`config.mk`:
```
export PLATFORM = sky130hd
export DESIGN_NAME = dsp_sample_strobe_gen
export DESIGN_NICKNAME = d
export VERILOG_FILES = /design/src/rtl/strobe_pkg.sv /design/src/rtl/sel_decode.sv /design/src/rtl/tick_divider.sv /design/src/rtl/edge_follow.sv /design/src/rtl/dsp_sample_strobe_gen.sv
export SDC_FILE = /design/constraint.sdc
export NUM_CORES = 1
export LEC_CHECK = 0
export ABC_CLOCK_PERIOD_IN_PS = 1760
export BUFFER_PORTS_ARGS = -buffer_cell sky130_fd_sc_hd__buf_4
export CAP_MARGIN = 5
export CORE_AREA = 2 2 39 41
export DETAILED_ROUTE_END_ITERATION = 8
export DIE_AREA = 0 0 41 43
export GPL_TIMING_DRIVEN = 0
export HOLD_SLACK_MARGIN = 0.08
export PLACE_DENSITY = 0.7
export RECOVER_POWER = 25
export SLEW_MARGIN = 20
export SYNTH_ARGS = -nofsm -noshare
export SYNTH_HDL_FRONTEND = slang
export SYNTH_HIERARCHICAL = 1
export SYNTH_SLANG_ARGS = --single-unit
```
`constraint.sdc`:
```
create_clock -name clk -period 1.76 [get_ports clk]
set_input_delay 0.352 -clock clk [delete_from_list [all_inputs] [get_ports clk]]
set_output_delay 0.352 -clock clk [all_outputs]
set_load 0.1 [all_outputs]
```
`src/rtl/strobe_pkg.sv`:
```
package strobe_pkg;
  localparam int SEL_W = 4;
  localparam int CNT_W = 4;

  typedef enum logic [1:0] {
    MODE_DIV  = 2'd0,
    MODE_SIN  = 2'd1,
    MODE_SOUT = 2'd2,
    MODE_OFF  = 2'd3
  } strobe_mode_e;

  // Tick count per strobe for each divide code; 0 for codes that do not divide.
  function automatic logic [CNT_W-1:0] div_of(input logic [SEL_W-1:0] code);
    case (code)
      4'd0:    div_of = 4'd1;
      4'd1:    div_of = 4'd2;
      4'd2:    div_of = 4'd3;
      4'd3:    div_of = 4'd4;
      4'd4:    div_of = 4'd6;
      4'd5:    div_of = 4'd8;
      4'd6:    div_of = 4'd12;
      default: div_of = '0;
    endcase
  endfunction

  function automatic strobe_mode_e mode_of(input logic [SEL_W-1:0] code);
    if (code <= 4'd6)       mode_of = MODE_DIV;
    else if (code == 4'd7)  mode_of = MODE_SIN;
    else if (code == 4'd8)  mode_of = MODE_SOUT;
    else                    mode_of = MODE_OFF;
  endfunction
endpackage

```
`src/rtl/sel_decode.sv`:
```
module sel_decode
  import strobe_pkg::*;
(
  input  logic [SEL_W-1:0] code,
  output strobe_mode_e     mode,
  output logic [CNT_W-1:0] divisor
);
  always_comb begin
    mode    = mode_of(code);
    divisor = div_of(code);
  end

  // every divide code yields a divisor in 1..12
  always_comb begin
    if (mode == MODE_DIV)
      p_divisor_range_r5: assert (divisor >= 4'd1 && divisor <= 4'd12)
        else $error("divisor out of range");
  end
endmodule

```
`src/rtl/tick_divider.sv`:
```
module tick_divider
  import strobe_pkg::*;
(
  input  logic             clk,
  input  logic             rst_n,
  input  logic             tick,
  input  logic             enable,
  input  logic             restart,
  input  logic [CNT_W-1:0] divisor,
  output logic             fire
);
  logic [CNT_W-1:0] cnt;

  assign fire = enable && tick && !restart && (cnt == '0);

  always_ff @(posedge clk or negedge rst_n) begin
    if (!rst_n)
      cnt <= '0;
    else if (restart)
      cnt <= '0;
    else if (enable && tick)
      cnt <= (cnt == '0) ? divisor - 4'd1 : cnt - 4'd1;
  end

  // the remaining count stays below the selected divisor
  p_cnt_bound_r5: assert property (@(posedge clk) disable iff (!rst_n)
    (enable && !restart) |=> (cnt < $past(divisor) || $past(divisor) == '0))
    else $error("divide count exceeds divisor");

  // a restart clears the count
  p_restart_clear_r10: assert property (@(posedge clk) disable iff (!rst_n)
    restart |=> (cnt == '0))
    else $error("count not cleared on restart");
endmodule

```
`src/rtl/edge_follow.sv`:
```
module edge_follow (
  input  logic clk,
  input  logic rst_n,
  input  logic frame,
  output logic rise
);
  logic frame_d;

  always_ff @(posedge clk or negedge rst_n) begin
    if (!rst_n) frame_d <= 1'b0;
    else        frame_d <= frame;
  end

  assign rise = frame && !frame_d;

  // two consecutive cycles never both report a rising edge
  p_single_rise_r7: assert property (@(posedge clk) disable iff (!rst_n)
    rise |=> !rise)
    else $error("rise reported twice");
endmodule

```
`src/rtl/dsp_sample_strobe_gen.sv`:
```
module dsp_sample_strobe_gen
  import strobe_pkg::*;
#(
  parameter logic [3:0] DEF_SEL = 4'b0001
) (
  input  logic       clk,
  input  logic       rst_n,
  input  logic       base2x_tick,
  input  logic       sin_frame,
  input  logic       sout_frame,
  input  logic [3:0] rate_sel,
  output logic       smp_strobe
);
  localparam int N_FRAME = 2;

  strobe_mode_e     mode;
  logic [CNT_W-1:0] divisor;
  logic [SEL_W-1:0] sel_q;
  logic             sel_chg;
  logic             div_fire;
  logic [N_FRAME-1:0] frame_in;
  logic [N_FRAME-1:0] frame_rise;
  logic             follow_fire;
  logic             strobe_d;
  logic             strobe_q;

  sel_decode u_dec (
    .code    (rate_sel),
    .mode    (mode),
    .divisor (divisor)
  );

  always_ff @(posedge clk or negedge rst_n) begin
    if (!rst_n) sel_q <= DEF_SEL;
    else        sel_q <= rate_sel;
  end

  assign sel_chg = (rate_sel != sel_q);

  tick_divider u_div (
    .clk     (clk),
    .rst_n   (rst_n),
    .tick    (base2x_tick),
    .enable  (mode == MODE_DIV),
    .restart (sel_chg),
    .divisor (divisor),
    .fire    (div_fire)
  );

  assign frame_in = {sout_frame, sin_frame};

  for (genvar g = 0; g < N_FRAME; g++) begin : g_follow
    edge_follow u_edge (
      .clk   (clk),
      .rst_n (rst_n),
      .frame (frame_in[g]),
      .rise  (frame_rise[g])
    );
  end

  always_comb begin
    case (mode)
      MODE_SIN:  follow_fire = frame_rise[0];
      MODE_SOUT: follow_fire = frame_rise[1];
      default:   follow_fire = 1'b0;
    endcase
  end

  assign strobe_d = !sel_chg && (div_fire || follow_fire);

  always_ff @(posedge clk or negedge rst_n) begin
    if (!rst_n) strobe_q <= 1'b0;
    else        strobe_q <= strobe_d;
  end

  assign smp_strobe = strobe_q;

  // strobe held low in reset
  always_ff @(posedge clk) begin
    if (!rst_n)
      p_reset_quiet_r1: assert (!smp_strobe) else $error("strobe during reset");
  end

  // in divide mode no strobe without a tick
  p_div_needs_tick_r6: assert property (@(posedge clk) disable iff (!rst_n)
    (mode == MODE_DIV && !base2x_tick) |=> !smp_strobe)
    else $error("strobe without tick");

  // disabled codes stay silent
  p_off_silent_r9: assert property (@(posedge clk) disable iff (!rst_n)
    (mode == MODE_OFF) |=> !smp_strobe)
    else $error("strobe in disabled mode");

  // no strobe after a selection change
  p_change_quiet_r10: assert property (@(posedge clk) disable iff (!rst_n)
    sel_chg |=> !smp_strobe)
    else $error("strobe on selection change");

  // serial input rising edge gives a strobe next cycle
  p_follow_in_r7: assert property (@(posedge clk) disable iff (!rst_n)
    (mode == MODE_SIN && !sel_chg && frame_rise[0]) |=> smp_strobe)
    else $error("missed input-frame strobe");

  // serial output rising edge gives a strobe next cycle
  p_follow_out_r8: assert property (@(posedge clk) disable iff (!rst_n)
    (mode == MODE_SOUT && !sel_chg && frame_rise[1]) |=> smp_strobe)
    else $error("missed output-frame strobe");
endmodule

```
==> impl_results.md, run 1 <==
- Antenna violations before repair: 0
- Category of the worst setup path capture point: flip-flop
- Port bufs: 9
- Inserted Clock Buffers: 3
- Peak supply drop: 0.000272 V
- Lkg Pwr: about 0.00034 uW
- Hold Violations, Final: 0
- Setup ws final: approximately 0.14 ns
- Synthesized instance count: 62
- Post-route fraction of the period consumed by the critical path: 0.923
- Core area: between 1000 and 1500 sq um
- Power density over the cells: between 600 and 700 nW/um^2
- Fill cell count: 129
- Drt wl/cell: between 10 and 15 um
- Peak per-stage delay on the critical path: approximately 0.29 ns
- Gpl congestion: between 0.7 and 0.8
- Type of the worst setup path: in -> reg
- Remaining design rule violation count: 0
- Clock latency reported for the late side of the worst-skew pair: about 0.26 ns
- DR iter-0 viols: 9
- Chip Width: just over 40 um
- Placed cell areas: 747 sq um
- Max Cap Viol: 0
- HP Class: in -> reg
- Area growth from synthesis to layout: 18.8%
- Number of library cell types mapped by synthesis: 29
- Total routing usage reported by global routing: 0.153
- Final sum of negative setup slack: 0 ns
- Footprint of the flip-flops and latches: around 280 sq um
- DR vias: 490
- List of cells traversed by the critical path: buf_4 > clkbuf_2 > o21ai_0 > o21ai_1 > inv_1 > ha_1 > and4bb_2 > nor4b_4 > a21oi_1 > nor2_1
- Ant diodes: 0
- 1st-pass router iterations: 4
- Synth Register Bits: 11
- Cell area after layout: 783 sq um
- Clock tree from TritonCTS: yes
- Sum of overflow across all layers after global routing: 0
- Core Util, Final: 0.566
- Die outline area: roughly 1800 sq um
- HPWL after DPL: 802 um
- CP delay by family, top: simple AND/OR/NAND/NOR gates
- Worst slew margin relative to its limit: 0.697
- Worst slack at placement: -0.209 ns
- Count of final setup violators: 0
- Count of boundary I/O pins: 10
- Global-route wire length before repair: between 1.5 and 2 mm
- Synthesized netlist net count: 74
- Slew at the pin with the worst max-slew slack: between 0.4 and 0.5 ns
- Setup skew after layout: just over 0.001 ns
- Buffer and inverter count on the worst path: 3
- Largest fanout on the critical path: 6
- Warning count from the yosys run: 6
- Element type at the critical path start: input port
- Result of the run: complete, no violations
- Number of rows created at floorplan: 14
- H-tree depth: 1
- Cell area after synthesis: 659 sq um
- Unrepaired setup endpoints after global routing: no
- Clock buffer depth: 2
- Portion of the post-synthesis area used by sequential elements: 0.419
- Maximum number of pins on one net before global-route repair: 12
- Achievable Freq: approximately 0.62 GHz
- Post-detailed-route count of antenna-violating nets: 0
- Clock root buffer: sky130_fd_sc_hd__clkbuf_4
- Final WL: roughly 1.1 mm
- Final layout net count: 89
- Mean Syn Cell Area: 10.6 sq um
- Min Tclk post-route: about 1.6 ns
- Total number of clock tree sinks: 11
- Max-slew violation count: 0
- Data required time at the worst endpoint: approximately 2.0 ns
- Worst-path cell with the longest stage delay: sky130_fd_sc_hd__and4bb_2
- Reg clk slew, reported paths: 0.07 ns
- Area used by multi-input combinational logic: about 360 sq um
- Vias in the first global route: 440
- Die height: 43 um
- Via-to-Cell Ratio: between 5 and 6
- Initial cell density of the core: 0.476
- Fraction of layout instances using a drive strength above 1: 0.250
- Critical Path AT: around 1.8 ns
-- synth_stat cells, drive strengths merged --
library cell | count | area share
a21o | 1 | 0.011
nand2 | 2 | 0.011
and4bb | 1 | 0.019
dfstp | 1 | 0.040
o31ai | 1 | 0.011
a211oi | 1 | 0.019
nand2b | 2 | 0.019
or3 | 1 | 0.0095
o21a | 2 | 0.023
nand3b | 1 | 0.011
inv | 4 | 0.023
o21ai | 3 | 0.023
a21oi | 7 | 0.053
xnor2 | 7 | 0.093
nor2b | 2 | 0.042
a22o | 1 | 0.013
ha | 3 | 0.057
nand4 | 1 | 0.0095
nor3b | 1 | 0.011
clkbuf | 2 | 0.013
nor4b | 2 | 0.049
or2b | 1 | 0.011
dfrtp | 10 | 0.38
xor2 | 1 | 0.013
nor2 | 1 | 0.0057
o311ai | 1 | 0.013
nor3 | 2 | 0.015
-- repair_timing --
item,in CTS,in global routing
hold buffers,1,0
gates resized for setup,0,1
setup buffers,0,0
endpoints found under the setup margin,0,1
endpoints found under the hold margin,10,0
-- flip-flops by register name, indices dropped and copies added, names as in the netlist --
register	count
u_div/cnt	4
g_follow.u_edge/frame_d	2
sel_q	4
smp_strobe	1
-- final timing paths --
kind / from / slack, ns / endpoint / depth (start not counted)
hold / removal: rate_sel[1] / 0.22 / sel_q[1] / 1
max in group asynchronous: rst_n / 1.08 / sel_q[0] / 2
setup reg to reg: sel_q[0] / 0.20 / smp_strobe / 5
min in group asynchronous: rst_n / 0.46 / g_follow[1].u_edge/frame_d / 2
setup / recovery: rate_sel[1] / 0.14 / smp_strobe / 10
hold reg to reg: u_div/cnt[0] / 0.56 / u_div/cnt[0] / 2
-- through the flow --
stage | total power, uW | cells | hold WS, ns
finish | 528 | 92 | 0.218
detailed placement | 363 | 87 | 0.195
global route | 567 | 92 | 0.201
CTS | 538 | 92 | 0.198
floorplan | 326 | 62 | 0.0564
global placement | 360 | 87 | 0.193
-- layout make-up --
cell class              instances  area share
flip-flops and latches         11       0.353
multi-input cells              45       0.458
inverters                       4      0.0192
well taps                      16      0.0256
plain buffers                   2      0.0112
repair buffers                 10      0.0990
clock buffers                   4      0.0335
-- placed cells by master (no fill, tap or decap), drive strengths merged, types with 3 or more instances in the layout --
| master | n |
|---|---|
| clkbuf | 8 |
| dfrtp | 10 |
| buf | 7 |
| ha | 3 |
| xnor2 | 7 |
| o21ai | 3 |
| a21oi | 7 |
| inv | 4 |
-- routing by layer --
layer / wire (um) / track usage / part of all wire / vias to the layer above
met5: 0 / 0 / 0 / -
met2: 518 / 0.216 / 0.48 / 8
met1: 502 / 0.211 / 0.47 / 233
met4: 13 / 0.0600 / 0.012 / 0
met3: 39 / 0.0471 / 0.036 / 2
li1: - / - / - / 247
-- power by group --
group,internal (uW),switching [uW]
Sequential,261,4.68
Combinational,45.9,46.7
Clock,87.4,82.6
-- kinds of logic (layout without fill, tap and decap cells) --
kind of cell / after synthesis / count (layout) / share of synthesized area
buffers and inverters: 6 / 20 / 0.0360
adders and majority gates: 3 / 3 / 0.0569
DFF: 11 / 11 / 0.419
xor gates and xnor gates: 8 / 8 / 0.106
and+or+nand+nor: 17 / 17 / 0.214
AOI/OAI and AO/OA: 17 / 17 / 0.167
(Power assumes the default switching activity.)
==> run 2, diff against run 1 <==
--- a/config.mk
+++ b/config.mk
@@ -5,15 +5,14 @@
 export SDC_FILE = /design/constraint.sdc
 export NUM_CORES = 1
 export LEC_CHECK = 0
+export ABC_AREA = 1
 export ABC_CLOCK_PERIOD_IN_PS = 1760
 export BUFFER_PORTS_ARGS = -buffer_cell sky130_fd_sc_hd__buf_4
-export CAP_MARGIN = 5
-export CORE_AREA = 2 2 39 41
+export CORE_UTILIZATION = 55
 export DETAILED_ROUTE_END_ITERATION = 8
-export DIE_AREA = 0 0 41 43
 export GPL_TIMING_DRIVEN = 0
 export HOLD_SLACK_MARGIN = 0.08
-export PLACE_DENSITY = 0.7
+export PLACE_DENSITY = 0.75
 export RECOVER_POWER = 25
 export SLEW_MARGIN = 20
 export SYNTH_ARGS = -nofsm -noshare
==> impl_results.md, run 2 <==
- Sequential cell fraction of total power: 0.470 (-0.033)
- Synthesized instance count: 114 (+84%)
- Fraction of layout instances using a drive strength above 1: 0.258 (+0.00781)
- Global-route wire length before repair: 2.39 mm (+29%)
- Fraction of registers with async set/reset: 1.00 (unchanged)
- Fill cell count: 118 (-8.5%)
- Critical Path AT: 1.74 ns (-0.07 ns)
- Initial cell density of the core: 0.611 (+0.134)
- Unrepaired setup endpoints after global routing: no
- Lkg Pwr: 0.000530 uW (+58%)
- DR iter-0 viols: 15 (+6)
- Commonest cells after routing, fill and taps aside: 30 x sky130_fd_sc_hd__nand2_1, 23 x sky130_fd_sc_hd__inv_1, 10 x sky130_fd_sc_hd__dfrtp_1
- HP Class: in -> reg
- List of cells traversed by the critical path: inv_1 > nand2_1 > nand2_1 > nor2_2 > nand2_2 > nor3_4 > inv_1 > nor2_1 > a21oi_1 > nor2_2
- Category of the worst setup path capture point: flip-flop
- Share of Yosys cell area claimed by the top area cell type: 0.307 (-0.0723)
- Largest fanout on the critical path: 4 (-2)
- Clock root buffer: sky130_fd_sc_hd__clkbuf_4
- Element type at the critical path start: flip-flop
- Core area: 1330 sq um (-3.6%)
- Synthesized netlist net count: 126 (+70%)
- Switching Share: 0.298 (+0.0442)
- Clock latency reported for the late side of the worst-skew pair: 0.27 ns (about the same)
- Worst slew margin relative to its limit: 0.816 (+0.120)
- Area used by multi-input combinational logic: 415 sq um (+16%)
- Max Cap Viol: 0 (unchanged)
- Data required time at the worst endpoint: 1.97 ns (+0.02 ns)
- Number of flops mapped to enable cells by yosys: 0 (unchanged)
- Clock buffer depth: 2 (unchanged)
- Cell type with the largest total area after synthesis: sky130_fd_sc_hd__dfrtp_1
- Final layout net count: 141 (+58%)
- Vias in the first global route: 626 (+42%)
- Sum of overflow across all layers after global routing: 0 (unchanged)
- Reg clk slew, reported paths: 0.07 ns (about the same)
- Max-slew violation count: 0 (unchanged)
- Worst-path cell with the longest stage delay: sky130_fd_sc_hd__dfstp_2
- Chip Width: 40.5 um (-1.3%)
- Most common cell after layout, fill and taps aside: sky130_fd_sc_hd__nand2_1
- Number of rows created at floorplan: 13 (-1)
- DR vias: 703 (+43%)
- Warning count from the yosys run: 6 (unchanged)
- Peak supply drop: 0.000456 V (+68%)
- Total routing usage reported by global routing: 0.236 (+0.0832)
- Number of library cell types mapped by synthesis: 23 (-21%)
- Setup skew after layout: 0.000478 ns (-0.000532 ns)
- Via-to-Cell Ratio: 4.92 (-7.7%)
- Achievable Freq: 0.651 GHz (+5.8%)
- Die height: 40.5 um (-5.8%)
- Gpl congestion: 0.699 (-12%)
- Power density over the cells: 607 nW/um^2 (-10%)
- H-tree depth: 1 (unchanged)
- Peak per-stage delay on the critical path: 0.53 ns (+0.24 ns)
- Drt wl/cell: 11.4 um (-2.2%)
- Maximum number of pins on one net before global-route repair: 12 (unchanged)
- Post-CTS setup-driven buffer insertion count: 0 (unchanged)
- Count of boundary I/O pins: 10 (unchanged)
- Count leader, synth: sky130_fd_sc_hd__nand2_1
- Min Tclk post-route: 1.53 ns (-0.0890 ns)
- Area growth from synthesis to layout: 15.1%
- Ant diodes: 0 (unchanged)
- Internal power summed over all cells: 399 uW (+1.2%)
- Biggest registers after layout: sel_q (4), u_div/cnt (4), g_follow.u_edge/frame_d (2)
- Antenna violations before repair: 0 (unchanged)
- Proportion of power drawn by the clock network: 0.305 (-0.017)
- Final WL: 1.63 mm (+52%)
- Top cells by area, synth: sky130_fd_sc_hd__dfrtp_1 31%, sky130_fd_sc_hd__nand2_1 14%, sky130_fd_sc_hd__inv_1 11%, sky130_fd_sc_hd__nand3_1 4.9%, sky130_fd_sc_hd__ha_1 4.6%
- Total number of clock tree sinks: 11 (unchanged)
- Mean Syn Cell Area: 7.15 sq um (-33%)
- Synth Register Bits: 11 (unchanged)
- Die outline area: 1640 sq um (-7.0%)
- Clock tree from TritonCTS: yes
- Final sum of negative setup slack: 0 ns (unchanged)
- Top post-synthesis cells by count: 30 x sky130_fd_sc_hd__nand2_1, 23 x sky130_fd_sc_hd__inv_1, 10 x sky130_fd_sc_hd__dfrtp_1
- HPWL after DPL: 1.27 mm (+58%)
- Remaining design rule violation count: 0 (unchanged)
- Top FF cell, synth: sky130_fd_sc_hd__dfrtp_1
- 1st-pass router iterations: 4 (unchanged)
- Cell area after synthesis: 815 sq um (+24%)
- Inserted Clock Buffers: 3 (unchanged)
- Portion of the post-synthesis area used by sequential elements: 0.339 (-0.0799)
- Switching power: 169 uW (+26%)
- Port bufs: 9 (unchanged)
- Slew at the pin with the worst max-slew slack: 0.278 ns (-0.174 ns)
- Total of hold buffers inserted after clock tree synthesis: 1 (unchanged)
- Core Util, Final: 0.703 (+0.137)
- Count of final setup violators: 0 (unchanged)
- Footprint of the flip-flops and latches: 277 sq um (unchanged)
- Post-route fraction of the period consumed by the critical path: 0.872 (-0.0506)
- Hold Violations, Final: 0 (unchanged)
- Result of the run: complete, no violations
- Type of the worst setup path: reg -> reg
- Resized Gates After CTS: 0 (unchanged)
- Post-detailed-route count of antenna-violating nets: 0 (unchanged)
- Combinational cell fraction of total power: 0.225 (+0.050)
-- run 2: cell types whose count changed in the layout (fill, tap and decap cells not counted), sizes merged, moves of 4 or more --
cell   previous run  this run
xnor2             7         0
a21oi             7         3
nand3             0        11
inv               4        26
nand2             2        34
nor2              1        16
-- run 2: worst paths after layout --
path / slack [ns] / cells past startpoint / startpoint / end
setup / recovery: 0.23 / 10 / sel_q[0] / smp_strobe
hold reg to reg: 0.61 / 2 / u_div/cnt[3] / u_div/cnt[3]
hold / removal: 0.22 / 1 / sout_frame / g_follow[1].u_edge/frame_d
min in group asynchronous: 0.45 / 2 / rst_n / u_div/cnt[0]
setup reg to reg: 0.23 / 10 / sel_q[0] / smp_strobe
max in group asynchronous: 1.09 / 2 / rst_n / sel_q[0]
-- run 2: stage by stage --
stage / instance area (sq um) / hold WS (ns) / cells / total power (uW) / setup slack (ns)
finish: 937 / 0.216 / 143 / 569 / 0.225
global route: 937 / 0.209 / 143 / 600 / 0.0815
CTS: 937 / 0.192 / 143 / 571 / 0.204
detailed placement: 901 / 0.195 / 138 / 397 / -0.0213
global placement: 901 / 0.195 / 138 / 391 / 0.00436
floorplan: 815 / 0.0564 / 114 / 354 / 0.319
-- run 2: logic make-up after synthesis --
logic type | Yosys count | synth area share
DFF | 11 | 0.339
adders and majority gates | 3 | 0.0461
and+or+nand+nor | 64 | 0.416
AOI/OAI and AO/OA | 7 | 0.0476
buffers and inverters | 29 | 0.151
-- run 2: metal layers --
metal	vias up	global-route usage	routed length, um
met2	10	0.413	806
met4	0	0.125	26
met1	319	0.263	756
met5	-	0	0
li1	370	-	-
met3	4	0.0500	43
-- run 2: area by class of cell --
class | count | area share
Sequential cell | 11 | 0.295
Multi-Input combinational cell | 74 | 0.443
Tap cell | 15 | 0.0200
Buffer | 1 | 0.00401
Timing Repair Buffer | 10 | 0.0828
Inverter | 28 | 0.127
Clock buffer | 4 | 0.0280
-- run 2: power by group through the flow --
stage,Sequential [uW],Combinational (uW),Clock [uW]
after floorplan,273,81.9,0
after global placement,271,120,0
after detailed placement,272,125,0
after CTS,267,128,176
after global routing,268,145,187
final,267,128,174
-- run 2: critical path, delay by kind of cell, from the launching register on --
family / cells / cell delay (ns)
and+or+nand+nor: 7 / 0.76
DFF: 1 / 0.53
buffers and inverters: 2 / 0.12
AOI/OAI and AO/OA: 1 / 0.06
